==> config.mk <==
export PLATFORM = sky130hd
export DESIGN_NAME = rom_bank_sel
export DESIGN_NICKNAME = d
export VERILOG_FILES = /design/src/rtl/rom_bank_sel_pkg.sv /design/src/rtl/rbs_rst_sync.sv /design/src/rtl/rbs_idx_hold.sv /design/src/rtl/rbs_sel_decode.sv /design/src/rtl/rom_bank_sel.sv
export SDC_FILE = /design/constraint.sdc
export NUM_CORES = 1
export LEC_CHECK = 0
export ABC_CLOCK_PERIOD_IN_PS = 1000
export BUFFER_PORTS_ARGS = -buffer_cell sky130_fd_sc_hd__buf_2
export CAP_MARGIN = 20
export CORE_AREA = 2 2 39 41
export DETAILED_ROUTE_END_ITERATION = 10
export DIE_AREA = 0 0 41 43
export SLEW_MARGIN = 20
export SYNTH_ARGS = -nofsm -noshare
export SYNTH_HDL_FRONTEND = slang
export SYNTH_SLANG_ARGS = --single-unit
export TNS_END_PERCENT = 20
==> constraint.sdc <==
create_clock -name clk -period 1 [get_ports clk]
set_clock_uncertainty 0.05 [all_clocks]
set_input_delay 0.05 -clock clk [delete_from_list [all_inputs] [get_ports clk]]
set_output_delay 0.05 -clock clk [all_outputs]
set_load 0.01 [all_outputs]
==> src/rtl/rom_bank_sel_pkg.sv <==
package rom_bank_sel_pkg;
  localparam int unsigned ADDR_W_DEF  = 16;
  localparam int unsigned SOCK_N_DEF  = 8;
  localparam int unsigned WIN_BITS    = 2;
  localparam int unsigned SYNC_STAGES = 2;
endpackage

==> src/rtl/rbs_rst_sync.sv <==
module rbs_rst_sync #(
  parameter int unsigned STAGES = rom_bank_sel_pkg::SYNC_STAGES
) (
  input  logic clk,
  input  logic rst_n,
  output logic rst_ok
);
  logic [STAGES-1:0] sync_q;
  logic [STAGES-1:0] sync_d;

  always_comb begin
    sync_d = {sync_q[STAGES-2:0], 1'b1};
  end

  always_ff @(posedge clk or negedge rst_n) begin
    if (!rst_n) sync_q <= '0;
    else        sync_q <= sync_d;
  end

  assign rst_ok = sync_q[STAGES-1];
endmodule

==> src/rtl/rbs_idx_hold.sv <==
module rbs_idx_hold #(
  parameter int unsigned W = 3
) (
  input  logic         clk,
  input  logic         rst_n,
  input  logic         load_en,
  input  logic [W-1:0] d_in,
  output logic [W-1:0] q_out
);
  logic [W-1:0] hold_q;
  logic [W-1:0] hold_d;

  // next-state: capture while strobe is high, otherwise keep
  always_comb begin
    hold_d = hold_q;
    if (load_en) hold_d = d_in;
  end

  always_ff @(posedge clk or negedge rst_n) begin
    if (!rst_n) hold_q <= '0;
    else        hold_q <= hold_d;
  end

  assign q_out = hold_q;
endmodule

==> src/rtl/rbs_sel_decode.sv <==
module rbs_sel_decode #(
  parameter int unsigned N     = 8,
  parameter int unsigned IDX_W = $clog2(N)
) (
  input  logic             en,
  input  logic [IDX_W-1:0] idx,
  output logic [N-1:0]     sel_n
);
  for (genvar g = 0; g < N; g++) begin : g_sel
    assign sel_n[g] = !(en && (idx == IDX_W'(g)));
  end
endmodule

==> src/rtl/rom_bank_sel.sv <==
module rom_bank_sel #(
  parameter int unsigned ADDR_W = rom_bank_sel_pkg::ADDR_W_DEF,
  parameter int unsigned SOCK_N = rom_bank_sel_pkg::SOCK_N_DEF
) (
  input  logic              clk,
  input  logic              rst_n,
  input  logic [ADDR_W-1:0] addr,
  input  logic              addr_stb,
  input  logic              rd_stb,
  input  logic              mem_rd,
  output logic [SOCK_N-1:0] cs_n,
  output logic              bus_oe_n
);
  localparam int unsigned WIN_W  = rom_bank_sel_pkg::WIN_BITS;
  localparam int unsigned IDX_W  = $clog2(SOCK_N);
  localparam int unsigned IDX_HI = ADDR_W - WIN_W - 1;
  localparam int unsigned IDX_LO = IDX_HI - IDX_W + 1;

  logic             rst_ok;
  logic             win_hit;
  logic [IDX_W-1:0] idx_q;
  logic             dec_en;

  rbs_rst_sync #(.STAGES(rom_bank_sel_pkg::SYNC_STAGES)) u_rst (
    .clk    (clk),
    .rst_n  (rst_n),
    .rst_ok (rst_ok)
  );

  rbs_idx_hold #(.W(IDX_W)) u_hold (
    .clk     (clk),
    .rst_n   (rst_ok),
    .load_en (addr_stb),
    .d_in    (addr[IDX_HI:IDX_LO]),
    .q_out   (idx_q)
  );

  assign win_hit = &addr[ADDR_W-1:ADDR_W-WIN_W];
  assign dec_en  = rst_ok && win_hit;

  rbs_sel_decode #(.N(SOCK_N), .IDX_W(IDX_W)) u_dec (
    .en    (dec_en),
    .idx   (idx_q),
    .sel_n (cs_n)
  );

  assign bus_oe_n = !(dec_en && rd_stb && mem_rd);
endmodule

### Yosys cells after proc, flatten, opt, wreduce, memory -nomap -nowiden

Cells that the tools add are included.

| storage, ports and cells | value |
|---|---|
| input bits | 21 |
| bits in registers | 5 |
| output and inout bits | 9 |
| word-level logic and storage cells | 31 |

| operators by class | value |
|---|---|
| reduce and logical (&&, ||, !) cells | 22 |
| eq/ne operators | 7 |

Operators with widths:

| kind | count |
|---|---|
| 3-bit equality test, second input constant | 4 |
| 1-bit logical AND | 11 |
| 1-bit logical NOT | 9 |
| 3-bit by 2-bit equality test with 1-bit output, second input constant | 2 |
| 3-bit by 1-bit equality test with 1-bit output, second input constant | 1 |
| 3-bit logical NOT | 1 |
| 2-bit AND reduction | 1 |

### Longest topological paths before layout

Gate-level depths: netlist of the first run.

| logic depth | value |
|---|---|
| word-level depth | 5 |
| mapped depth | 2 |

### Cells and area by module

Synthesis of the first run repeated with hierarchy kept, for this count alone.

| second synthesis, totals | value |
|---|---|
| cells, all modules | 19 |
| area, all modules | 260.2 um2 |

Modules (own cells, without submodules):

| module | cells an instance | times used | area each (um2) |
|---|---|---|---|
| rbs_idx_hold | 6 | 1 | 108.9 |
| rbs_sel_decode | 8 | 1 | 76.3 |
| rbs_rst_sync | 3 | 1 | 53.8 |
| rom_bank_sel | 2 | 1 | 21.3 |

### Worst setup path before layout of the first run

OpenSTA, ideal clock, no wires.

| timing path | value |
|---|---|
| kind | register -> output |
| from | reg u_rst.sync_q[1] |
| to | out cs_n[3] |
| buffers on the path | 0 |
| data arrival time | 0.778 ns |
| setup slack | 0.122 ns |
| stages on the path, launching flop included | 3 |
| cell sequence | dfrtp_1 -> and4b_2 -> nand3_1 |

| on the way | value |
|---|---|
| longest elaborated chain between the ends | 3 |

Ends and longest elaborated chain:

| element | RTL line | source |
|---|---|---|
| start, declared | rbs_rst_sync.sv:8 | `logic [STAGES-1:0] sync_q;` |
| start signal, assigned | rbs_rst_sync.sv:17 | `else sync_q <= sync_d;` |
| 1-bit logical AND | rom_bank_sel.sv:39 | `assign dec_en = rst_ok && win_hit;` |
| 1-bit logical AND | rbs_sel_decode.sv:10 | `assign sel_n[g] = !(en && (idx == IDX_W'(g)));` |
| 1-bit logical NOT | rbs_sel_decode.sv:10 |  |
| end, declared | rom_bank_sel.sv:11 | `output logic [SOCK_N-1:0] cs_n,` |

Every way passes these cells.

### Worst setup path after layout of the first run

| timing path | value |
|---|---|
| from | reg u_hold.hold_q[2], in the netlist u_hold.q_out[2] |
| to | out cs_n[3] |

| on the way | value |
|---|---|
| longest elaborated chain between the ends | 3 |

Ends and longest elaborated chain:

| element | RTL line | source |
|---|---|---|
| start, declared | rbs_idx_hold.sv:10 | `logic [W-1:0] hold_q;` |
| start signal, assigned | rbs_idx_hold.sv:21 | `else hold_q <= hold_d;` |
| 3-bit by 2-bit equality test with 1-bit output | rbs_sel_decode.sv:10 |  |
| 1-bit logical AND | rbs_sel_decode.sv:10 |  |
| 1-bit logical NOT | rbs_sel_decode.sv:10 |  |

Every way passes these cells.

==> summary.txt, run 1 <==
Synth
  – Synth area leader: dfrtp_1
  – Synth area leaders: dfrtp_1 51%, mux2_2 14%, nand2_1 9.2%
  – Yosys cell types: 10
  – Cells after synthesis: 24
  – Yosys warnings: 0
  – Yosys reg bits: 5
  – Yosys top cell area share: 0.513
  – Synthesized Nets: 45
  – Synth Cell Area: 244 µm²
  – Sequential fraction of the synthesis area: 0.513
  – Synth Area per Inst: 10.2 µm²

Clock tree
  – Setup repair bufs after CTS: 0
  – Htree depth: 1
  – Clock tree buffer depth: 2
  – TritonCTS clock tree: built
  – Sink Count: 5
  – CTS Buf Count: 3
  – Root Buffer: clkbuf_4
  – Skew-Pair Late Insertion Delay: 240 ps
  – Clock-pin slew on the worst setup and hold paths: 40 ps

Worst setup path
  – Critical Path Slowest Stage Cell: dfrtp_1
  – Worst path cell trace: and4b_2 > nand3_2 > buf_6
  – WS Path Type: reg2out
  – Cells on worst reg2reg path: 1
  – Reg-to-reg startpoint: u_hold.q_out[1]$_DFFE_PN0P_
  – Kind of cell adding the most delay to the critical path: simple AND/OR/NAND/NOR gates
  – FF-to-FF End: u_hold.q_out[1]$_DFFE_PN0P_
  – CP arrival: 1140 ps
  – Crit-path max cell delay: 370 ps
  – Startpoint Class: flop
  – Data required, critical path: 900 ps
  – CP max FO: 4
  – R2r setup slk: 130 ps
  – CP endpoint kind: output pin
  – Buf/Inv on CP: 1

Hold path
  – Min-Delay Path Class: in2reg
  – Worst Hold Path EP: u_hold.q_out[0]$_DFFE_PN0P_
  – Hold path start: addr_stb
  – Hold-critical path depth: 2

Power
  – Clock network fraction of total power: 0.416
  – Int Pwr: 0.000422 W
  – Logic pwr share: 0.146
  – Leakage power: 0.191 nW
  – Flop pwr share: 0.438
  – Maximum vdd drop: 0.681 mV
  – Power Dens Cells: 1230 nW/µm²
  – NetSw: 0.000123 W
  – Switching share of power: 0.226

Placed design
  – Hpwl dp: 453 µm
  – Final GP Congestion: 0.588
  – Area post-placement: 362 µm²
  – I/O Buffers: 18
  – Inst Count DP: 59

Floorplan
  – Die Y: 43 µm
  – Total Die Area: 1760 µm²
  – Horiz. Die Dim: 41 µm
  – Cell Rows: 14
  – I/O Pins: 30
  – Starting Density: 0.176
  – Core area: 1380 µm²

Drt
  – Initial DRC Count: 1
  – DRC Markers: 0
  – Antenna Nets Post-Route: 0
  – Wire length per cell: 8.82 µm
  – Via count: 267
  – Via/cell ratio: 3.99
  – Routed WL: 591 µm
  – Iteration count of the initial detailed-routing pass: 2

Cells and area
  – Commonest non-fill, non-tap cell in the layout: buf_2
  – Register area: 128 µm²
  – Layout fillers: 157
  – Final-stage net count: 73
  – Fin area: 442 µm²
  – Ant. Diodes: 0
  – Area of the multi-input gates: 124 µm²
  – Layout cells sized above 1: 0.588
  – Layout Cells excl Fill: 67
  – Layout area overhead: 81.0%
  – Commonest cells after routing, fill and taps aside: 17 x buf_2, 6 x nand2_1, 4 x dlygate4sd3_1
  – Final core occ: 0.319

Global routing
  – Total grt overflow: 0
  – Initial antenna violation count: 0
  – Vias in the first global route: 248
  – First-pass GRT wire length: 848 µm
  – Total GRT Usage: 0.0780
  – Largest net degree at the start of global routing: 7

STA
  – Unrepaired setup endpoints after global routing: yes
  – Max Clock Freq: 803 MHz
  – Clock period minus worst slack: 1240 ps
  – Final Hold Fails: 0
  – Worst Hold Slack: 55.9 ps
  – Slew Limit Fails: 0
  – Fin crit share: 1.24
  – Final setup viols: 9
  – Setup WS post-layout: -245 ps

Job
  – Max-cap viol count: 0

Status
  – Failing checks: setup timing
  – Outcome: finished, violations left
[area by class of cell]
type | count | share of cell area
Multi-Input combinational cell | 19 | 0.280
Sequential cell | 5 | 0.289
Timing Repair Buffer | 23 | 0.326
Clock buffer | 4 | 0.0595
Tap cell | 16 | 0.0453
[sequential cells by signal, summed over array words and instances, names as in the netlist]
signal        cells
u_rst.sync_q      2
u_hold.q_out      3
[per-stage QoR]
stage               total power, W  worst slack [ps]  setup TNS [ps]
floorplan                 0.000269               122               0
global placement          0.000304             -7.76           -7.76
detailed placement        0.000306             -15.0           -15.0
CTS                       0.000554              -274           -1810
global route              0.000582              -287           -2160
finish                    0.000545              -245           -1660
[layer usage]
layer | wire [µm] | up-vias | GRT usage | part of all wire
li1 | - | 136 | - | -
met1 | 215 | 116 | 0.0563 | 0.36
met2 | 310 | 11 | 0.131 | 0.52
met3 | 40 | 4 | 0.0157 | 0.068
met4 | 25 | 0 | 0.100 | 0.042
met5 | 0 | - | 0 | 0
[power groups by stage]
stage	Clock, W	Sequential, W	Combinational [W]
after floorplan	0	0.000235	0.0000341
after global placement	0	0.000238	0.0000655
after detailed placement	0	0.000239	0.0000671
after CTS	0.000238	0.000236	0.0000791
after global routing	0.000252	0.000242	0.0000887
final	0.000227	0.000239	0.0000794
[logic make-up after synthesis]
kind of cell,Yosys count,synth area share
flip-flops,5,0.513
AND/OR/NAND/NOR,15,0.333
multiplexers,3,0.138
other,1,0.0154
[cell usage after synthesis, drive strengths merged]
library cell and count:
nand3 3, nor2 1, conb 1, nor2b 2
and4b 1, and4 1, dfrtp 5, and3 1
nand2 6, mux2 3
[worst max-delay path by stage]
stage	slack, ps	cells past startpoint	endpoint	from
finish	-240	3	cs_n[3]	u_hold.q_out[2]$_DFFE_PN0P_
global route	-290	3	cs_n[3]	u_hold.q_out[2]$_DFFE_PN0P_
CTS	-270	3	cs_n[3]	u_hold.q_out[2]$_DFFE_PN0P_
detailed placement	-10	3	cs_n[3]	u_hold.q_out[2]$_DFFE_PN0P_
global placement	-8	3	cs_n[3]	u_hold.q_out[2]$_DFFE_PN0P_
floorplan	120	2	cs_n[3]	u_rst.sync_q[1]$_DFF_PN0_
[repair_timing]
item,in CTS,in global routing
setup endpoints to repair,9,9
endpoints found under the hold margin,5,0
hold buffers,4,0
resized for setup,0,4
No activity file was read; power rests on OpenSTA's default activity.
==> run 2: changes to the inputs <==
--- a/config.mk
+++ b/config.mk
@@ -8,9 +8,13 @@
 export ABC_CLOCK_PERIOD_IN_PS = 1000
 export BUFFER_PORTS_ARGS = -buffer_cell sky130_fd_sc_hd__buf_2
 export CAP_MARGIN = 20
-export CORE_AREA = 2 2 39 41
+export CELL_PAD_IN_SITES_DETAIL_PLACEMENT = 2
+export CELL_PAD_IN_SITES_GLOBAL_PLACEMENT = 2
+export CORE_ASPECT_RATIO = 1.25
+export CORE_MARGIN = 1.5
+export CORE_UTILIZATION = 13
 export DETAILED_ROUTE_END_ITERATION = 10
-export DIE_AREA = 0 0 41 43
+export PLACE_DENSITY = 0.78
 export SLEW_MARGIN = 20
 export SYNTH_ARGS = -nofsm -noshare
 export SYNTH_HDL_FRONTEND = slang
==> run 2 against run 1 <==
  * The run still ends with setup timing left
  * Sequential power hardly changed
  * Sequential share of layout area is 0.44 points lower
  * Design area is 0.57% higher
  * Maximum frequency shrank 2.3%
  * Flip-flop and latch count unchanged
  * Worst hold slack got worse by 5.4 ps
==> summary.txt, run 2 (synthesis gave the netlist of run 1 again) <==
Floorplan
  – Die Y: 51.4 µm (+20%)
  – Starting Density: 0.138 (-0.0381)
  – Cell Rows: 17 (+3)
  – Horiz. Die Dim: 41.8 µm (+1.8%)
  – Total Die Area: 2150 µm² (+22%)
  – Core area: 1770 µm² (+28%)
  – I/O Pins: 30 (unchanged)

Job
  – Max-cap viol count: 0 (unchanged)

Drt
  – Met3 WL post-DR: 37 µm (-7.5%)
  – Routed WL: 737 µm (+25%)
  – Wire length per cell: 10.5 µm (+19%)
  – Met1 WL: 239 µm (+11%)
  – Initial DRC Count: 0 (-1)
  – Antenna Nets Post-Route: 0 (unchanged)
  – Via/cell ratio: 4.06 (+1.8%)
  – Iteration count of the initial detailed-routing pass: 1 (-1)
  – Top sig layer: met4
  – DRC Markers: 0 (unchanged)
  – Met2 wire len: 422 µm (+36%)
  – Via count: 284 (+6.4%)

Placed design
  – Final GP Congestion: 0.538 (-8.6%)
  – Inst Count DP: 62 (+5.1%)
  – I/O Buffers: 18 (unchanged)
  – DP Worst Slack: -35.4 ps (-20.4 ps)
  – Hpwl dp: 598 µm (+32%)
  – Area post-placement: 365 µm² (+1.0%)

Clock tree
  – Clock-pin slew on the worst setup and hold paths: 40 ps (about the same)
  – TritonCTS clock tree: built
  – CTS Buf Count: 3 (unchanged)
  – Clock tree buffer depth: 2 (unchanged)
  – Sink Count: 5 (unchanged)
  – Skew-Pair Late Insertion Delay: 250 ps (about the same)
  – Setup repair bufs after CTS: 0 (unchanged)
  – Htree depth: 1 (unchanged)
  – Root Buffer: clkbuf_4

STA
  – Max Clock Freq: 785 MHz (-2.3%)
  – Final Hold Fails: 0 (unchanged)
  – Setup TNS: -1860 ps (-199 ps)
  – Setup WS post-layout: -274 ps (-29.3 ps)
  – Final setup viols: 9 (unchanged)
  – Unrepaired setup endpoints after global routing: yes
  – Fin crit share: 1.27 (+0.0293)
  – Clock period minus worst slack: 1270 ps (+29.3 ps)
  – Slew Limit Fails: 0 (unchanged)

Global routing
  – Vias in the first global route: 297 (+20%)
  – Total GRT Usage: 0.0776 (-0.000409)
  – First-pass GRT wire length: 1170 µm (+38%)
  – Largest net degree at the start of global routing: 7 (unchanged)
  – Total grt overflow: 0 (unchanged)
  – Initial antenna violation count: 0 (unchanged)

Worst setup path
  – WS Path Type: reg2out
  – FF-to-FF End: u_hold.q_out[1]$_DFFE_PN0P_
  – Startpoint Class: flop
  – CP endpoint kind: output pin
  – Reg-to-reg startpoint: u_hold.q_out[1]$_DFFE_PN0P_
  – CP arrival: 1170 ps (+30 ps)
  – R2r setup slk: 110 ps (-20 ps)
  – CP max FO: 4 (unchanged)
  – Data required, critical path: 900 ps (about the same)
  – Cells on worst reg2reg path: 1 (unchanged)

Cells and area
  – Commonest non-fill, non-tap cell in the layout: buf_2
  – Max FFs per register: 3 (unchanged)
  – Layout area overhead: 82.1%
  – Commonest cells after routing, fill and taps aside: 17 x buf_2, 6 x nand2_1, 4 x dlygate4sd3_1, 4 x dfrtp_1
  – Final-stage net count: 73 (unchanged)
  – Layout fillers: 221 (+41%)
  – Fin area: 444 µm² (+0.57%)
  – Layout cells sized above 1: 0.569 (-0.0196)
  – Final core occ: 0.252 (-0.0676)
  – Layout Cells excl Fill: 70 (+4.5%)
  – Ant. Diodes: 0 (unchanged)

Status
  – Failing checks: setup timing
  – Outcome: finished, violations left

Hold path
  – Hold-critical path depth: 2 (unchanged)
  – Min-Delay Path Class: in2reg
  – Worst Hold Path EP: u_hold.q_out[0]$_DFFE_PN0P_
  – Hold path start: addr_stb

Power
  – Leakage power: 0.192 nW (+0.53%)
  – Power Dens Cells: 1260 nW/µm² (+1.8%)
  – Maximum vdd drop: 0.446 mV (-35%)
==> run 2: cell count changes in the layout (fill, tap and decap cells not counted) <==
| cell | before | now |
|---|---|---|
| dfrtp_2 | 2 | 1 |
| dfrtp_1 | 3 | 4 |
==> run 2: worst max-delay path by stage <==
stage | from | end | slack [ps] | cells past startpoint
after floorplan | u_rst.sync_q[1]$_DFF_PN0_ | cs_n[3] | 120 | 2
after global placement | u_hold.q_out[2]$_DFFE_PN0P_ | cs_n[3] | -20 | 3
after detailed placement | u_hold.q_out[2]$_DFFE_PN0P_ | cs_n[3] | -40 | 3
after CTS | u_hold.q_out[2]$_DFFE_PN0P_ | cs_n[3] | -310 | 3
after global routing | u_hold.q_out[2]$_DFFE_PN0P_ | cs_n[3] | -330 | 3
final | u_hold.q_out[2]$_DFFE_PN0P_ | cs_n[3] | -270 | 3
==> run 2: area by class of cell <==
type,count,area [µm²],area share
clock buffers,4,26.3,0.0592
multi-input cells,19,124,0.279
flip-flops and latches,5,126,0.285
well taps,19,23.8,0.0535
repair buffers,23,144,0.324
==> run 2: critical path: stages (launching register included) <==
cell,delay [ps]
dfrtp_1,380
and4b_2,330
nand3_2,90
buf_6,130
==> run 2: layer usage <==
| layer | vias up | global-route usage |
|---|---|---|
| met5 | - | 0 |
| met4 | 0 | 0.0968 |
| met3 | 3 | 0 |
| met2 | 13 | 0.156 |
| met1 | 133 | 0.0581 |
| li1 | 135 | - |
==> run 2: per-stage QoR <==
stage / total power (W) / hold slack (ps)
after CTS: 0.000575 / 45.1
after detailed placement: 0.000310 / -211
after global placement: 0.000305 / -214
after global routing: 0.000594 / 58.4
after floorplan: 0.000269 / -296
final: 0.000558 / 50.5
==> run 2: power breakdown <==
part / total (W) / internal, W / leakage [nW] / switching [W]
combinational: 0.0000823 / 0.0000501 / 0.120 / 0.0000322
clock: 0.000237 / 0.000151 / 0.0150 / 0.0000856
sequential: 0.000239 / 0.000220 / 0.0574 / 0.0000184
==> run 2: what timing repair did <==
item | 4_1_cts | 5_1_grt
hold buffers | 4 | 0
endpoints found under the hold margin | 5 | 0
endpoints found under the setup margin | 9 | 9
resized for setup | 3 | 0
==> run 3: changes to the inputs <==
--- a/config.mk
+++ b/config.mk
@@ -6,15 +6,14 @@
 export NUM_CORES = 1
 export LEC_CHECK = 0
 export ABC_CLOCK_PERIOD_IN_PS = 1000
-export BUFFER_PORTS_ARGS = -buffer_cell sky130_fd_sc_hd__buf_2
 export CAP_MARGIN = 20
 export CELL_PAD_IN_SITES_DETAIL_PLACEMENT = 2
 export CELL_PAD_IN_SITES_GLOBAL_PLACEMENT = 2
-export CORE_ASPECT_RATIO = 1.25
-export CORE_MARGIN = 1.5
-export CORE_UTILIZATION = 13
+export CORE_AREA = 2 2 39 41
 export DETAILED_ROUTE_END_ITERATION = 10
-export PLACE_DENSITY = 0.78
+export DIE_AREA = 0 0 41 43
+export DONT_BUFFER_PORTS = 1
+export PLACE_DENSITY = 0.61
 export SLEW_MARGIN = 20
 export SYNTH_ARGS = -nofsm -noshare
 export SYNTH_HDL_FRONTEND = slang
==> run 3 against run 2 <==
  * The run still ends with setup timing left
  * Die area shrank 18%
  * Maximum frequency grew 10%
  * Design area shrank 15%
  * Final cell count shrank 26%
  * Flip-flop and latch count is the same
  * Register-to-register slack lost 40 ps
  * Clock power shrank 2%
  * Critical path type unchanged
  * Non-clock buffer count shrank 15
  * First-iteration DRC count is the same
  * Worst hold slack gained 60 ps
  * Largest power group unchanged
  * Worst setup slack gained 120 ps
  * Sequential power is essentially flat
==> summary.txt, run 3 (synthesis gave the netlist of run 1 again) <==
Clock tree
  – Root Buffer: clkbuf_4
  – Clock-pin slew on the worst setup and hold paths: 40 ps (about the same)
  – Skew-Pair Late Insertion Delay: 240 ps (about the same)
  – TritonCTS clock tree: built
  – Sink Count: 5 (unchanged)
  – Htree depth: 1 (unchanged)
  – Clock tree buffer depth: 2 (unchanged)
  – CTS Buf Count: 3 (unchanged)

Power
  – Leakage power: 0.144 nW (-25%)
  – Maximum vdd drop: 0.532 mV (+19%)
  – Power Dens Cells: 1440 nW/µm² (+15%)
  – Tot Pwr: 0.000544 W (-2.6%)

Placed design
  – Hpwl dp: 506 µm (-15%)
  – DP Worst Slack: 54.3 ps (+89.7 ps)
  – Final GP Congestion: 0.563 (+4.8%)
  – Inst Count DP: 41 (-34%)
  – I/O Buffers: 0 (-18)

Global routing
  – Total grt overflow: 0 (unchanged)
  – First-pass GRT wire length: 972 µm (-17%)
  – Largest net degree at the start of global routing: 7 (unchanged)
  – Vias in the first global route: 262 (-12%)
  – Initial antenna violation count: 0 (unchanged)
  – Total GRT Usage: 0.0919 (+0.0143)

Drt
  – Routed WL: 650 µm (-12%)
  – Antenna Nets Post-Route: 0 (unchanged)
  – DRC Markers: 0 (unchanged)
  – Via count: 234 (-18%)
  – Via/cell ratio: 4.50 (+11%)
  – Initial DRC Count: 0 (unchanged)
  – Wire length per cell: 12.5 µm (+19%)
  – Iteration count of the initial detailed-routing pass: 1 (unchanged)

Cells and area
  – Layout cells sized above 1: 0.389 (-0.180)
  – Final core occ: 0.273 (+0.0215)
  – Max FFs per register: 3 (unchanged)
  – Ant. Diodes: 0 (unchanged)
  – Commonest cells after routing, fill and taps aside: 6 x nand2_1, 6 x dlygate4sd3_1, 3 x mux2_2, 3 x clkbuf_4, 3 x dfrtp_1
  – Layout Cells excl Fill: 52 (-26%)
  – Layout area overhead: 54.9%
  – Final-stage net count: 58 (-21%)
  – Layout fillers: 164 (-26%)

Worst setup path
  – Crit-path max cell delay: 380 ps (about the same)
  – CP arrival: 1060 ps (-110 ps)
  – Kind of cell adding the most delay to the critical path: simple AND/OR/NAND/NOR gates
  – WS Path Type: reg2out
  – Worst path depth: 2 (-1)
  – Buf/Inv on CP: 0 (-1)
  – CP max FO: 4 (unchanged)
  – Cells on worst reg2reg path: 2 (+1)
  – Data required, critical path: 900 ps (about the same)
  – CP endpoint kind: output pin
  – Startpoint Class: flop
  – Worst path cell trace: and4b_2 > nand3_2
  – Critical Path Slowest Stage Cell: dfrtp_1

STA
  – Slew Limit Fails: 0 (unchanged)
  – Setup TNS: -1020 ps (+841 ps)
  – Max Clock Freq: 865 MHz (+10%)
  – Final Hold Fails: 0 (unchanged)
  – Clock period minus worst slack: 1160 ps (-118 ps)
  – Setup WS post-layout: -156 ps (+118 ps)
  – Unrepaired setup endpoints after global routing: yes
  – Final setup viols: 9 (unchanged)
  – Fin crit share: 1.16 (-0.118)

Floorplan
  – Total Die Area: 1760 µm² (-18%)
  – Die Y: 43 µm (-16%)
  – Core area: 1380 µm² (-22%)
  – Starting Density: 0.176 (+0.0381)
  – I/O Pins: 30 (unchanged)
  – Horiz. Die Dim: 41 µm (-1.8%)
  – Cell Rows: 14 (-3)

Status
  – Outcome: finished, violations left
  – Failing checks: setup timing

Hold path
  – Min-Delay Path Class: in2out
  – Hold-critical path depth: 1 (-1)

Job
  – Max-cap viol count: 0 (unchanged)
[run 3: cell count changes in the layout (fill, tap and decap cells not counted)]
cell,previous run,this run
buf_2,17,0
dfrtp_1,4,3
nand3_2,1,2
buf_4,1,2
buf_6,1,0
dlygate4sd3_1,4,6
dfrtp_2,1,2
nand3_1,2,1
[run 3: worst reg2reg max path: stages (launching register included)]
cell     delay, ps
dfrtp_1        380
buf_4          130
mux2_2         250
[run 3: worst paths after layout]
path,startpoint,end,slack (ps)
worst max-delay path,u_hold.q_out[2]$_DFFE_PN0P_,cs_n[3],-160
worst min-delay path,mem_rd,bus_oe_n,110
worst max register to register,u_hold.q_out[2]$_DFFE_PN0P_,u_hold.q_out[2]$_DFFE_PN0P_,70
worst min register to register,u_rst.sync_q[1]$_DFF_PN0_,u_hold.q_out[2]$_DFFE_PN0P_,130
max in group asynchronous,rst_n,u_rst.sync_q[1]$_DFF_PN0_,270
min in group asynchronous,u_rst.sync_q[1]$_DFF_PN0_,u_hold.q_out[2]$_DFFE_PN0P_,130
[run 3: timing repair]
item / in CTS / in global routing
buffers inserted: 1 / 0
resized for setup: 4 / 0
hold buffers: 6 / 0
pin swaps: 0 / 1
hold endpoints to repair: 5 / 0
setup endpoints to repair: 9 / 9
[run 3: metal layers]
metal	track usage	share of wire	routed length, µm
met5	0	0	0
met1	0.0590	0.31	199
met3	0.0157	0.086	56
met2	0.163	0.56	363
met4	0.120	0.046	30
[run 3: layout make-up]
type | instances | area [µm²] | share of cell area
clock buffer | 4 | 26.3 | 0.0695
multi-input combinational | 19 | 129 | 0.341
sequential | 5 | 128 | 0.338
tap | 16 | 20.0 | 0.0530
timing repair buffer | 8 | 75.1 | 0.199
[run 3: metrics by stage]
stage | instance area [µm²] | hold WS (ps)
finish | 378 | 110
global route | 378 | 113
CTS | 378 | 111
detailed placement | 272 | -296
global placement | 272 | -296
floorplan | 244 | -296
[run 3: power by group]
group / switching [W] / internal [W] / total [W]
logic: 0.0000270 / 0.0000441 / 0.0000710
clock network: 0.0000812 / 0.000151 / 0.000232
registers: 0.0000193 / 0.000221 / 0.000241
total: 0.000128 / 0.000416 / 0.000544
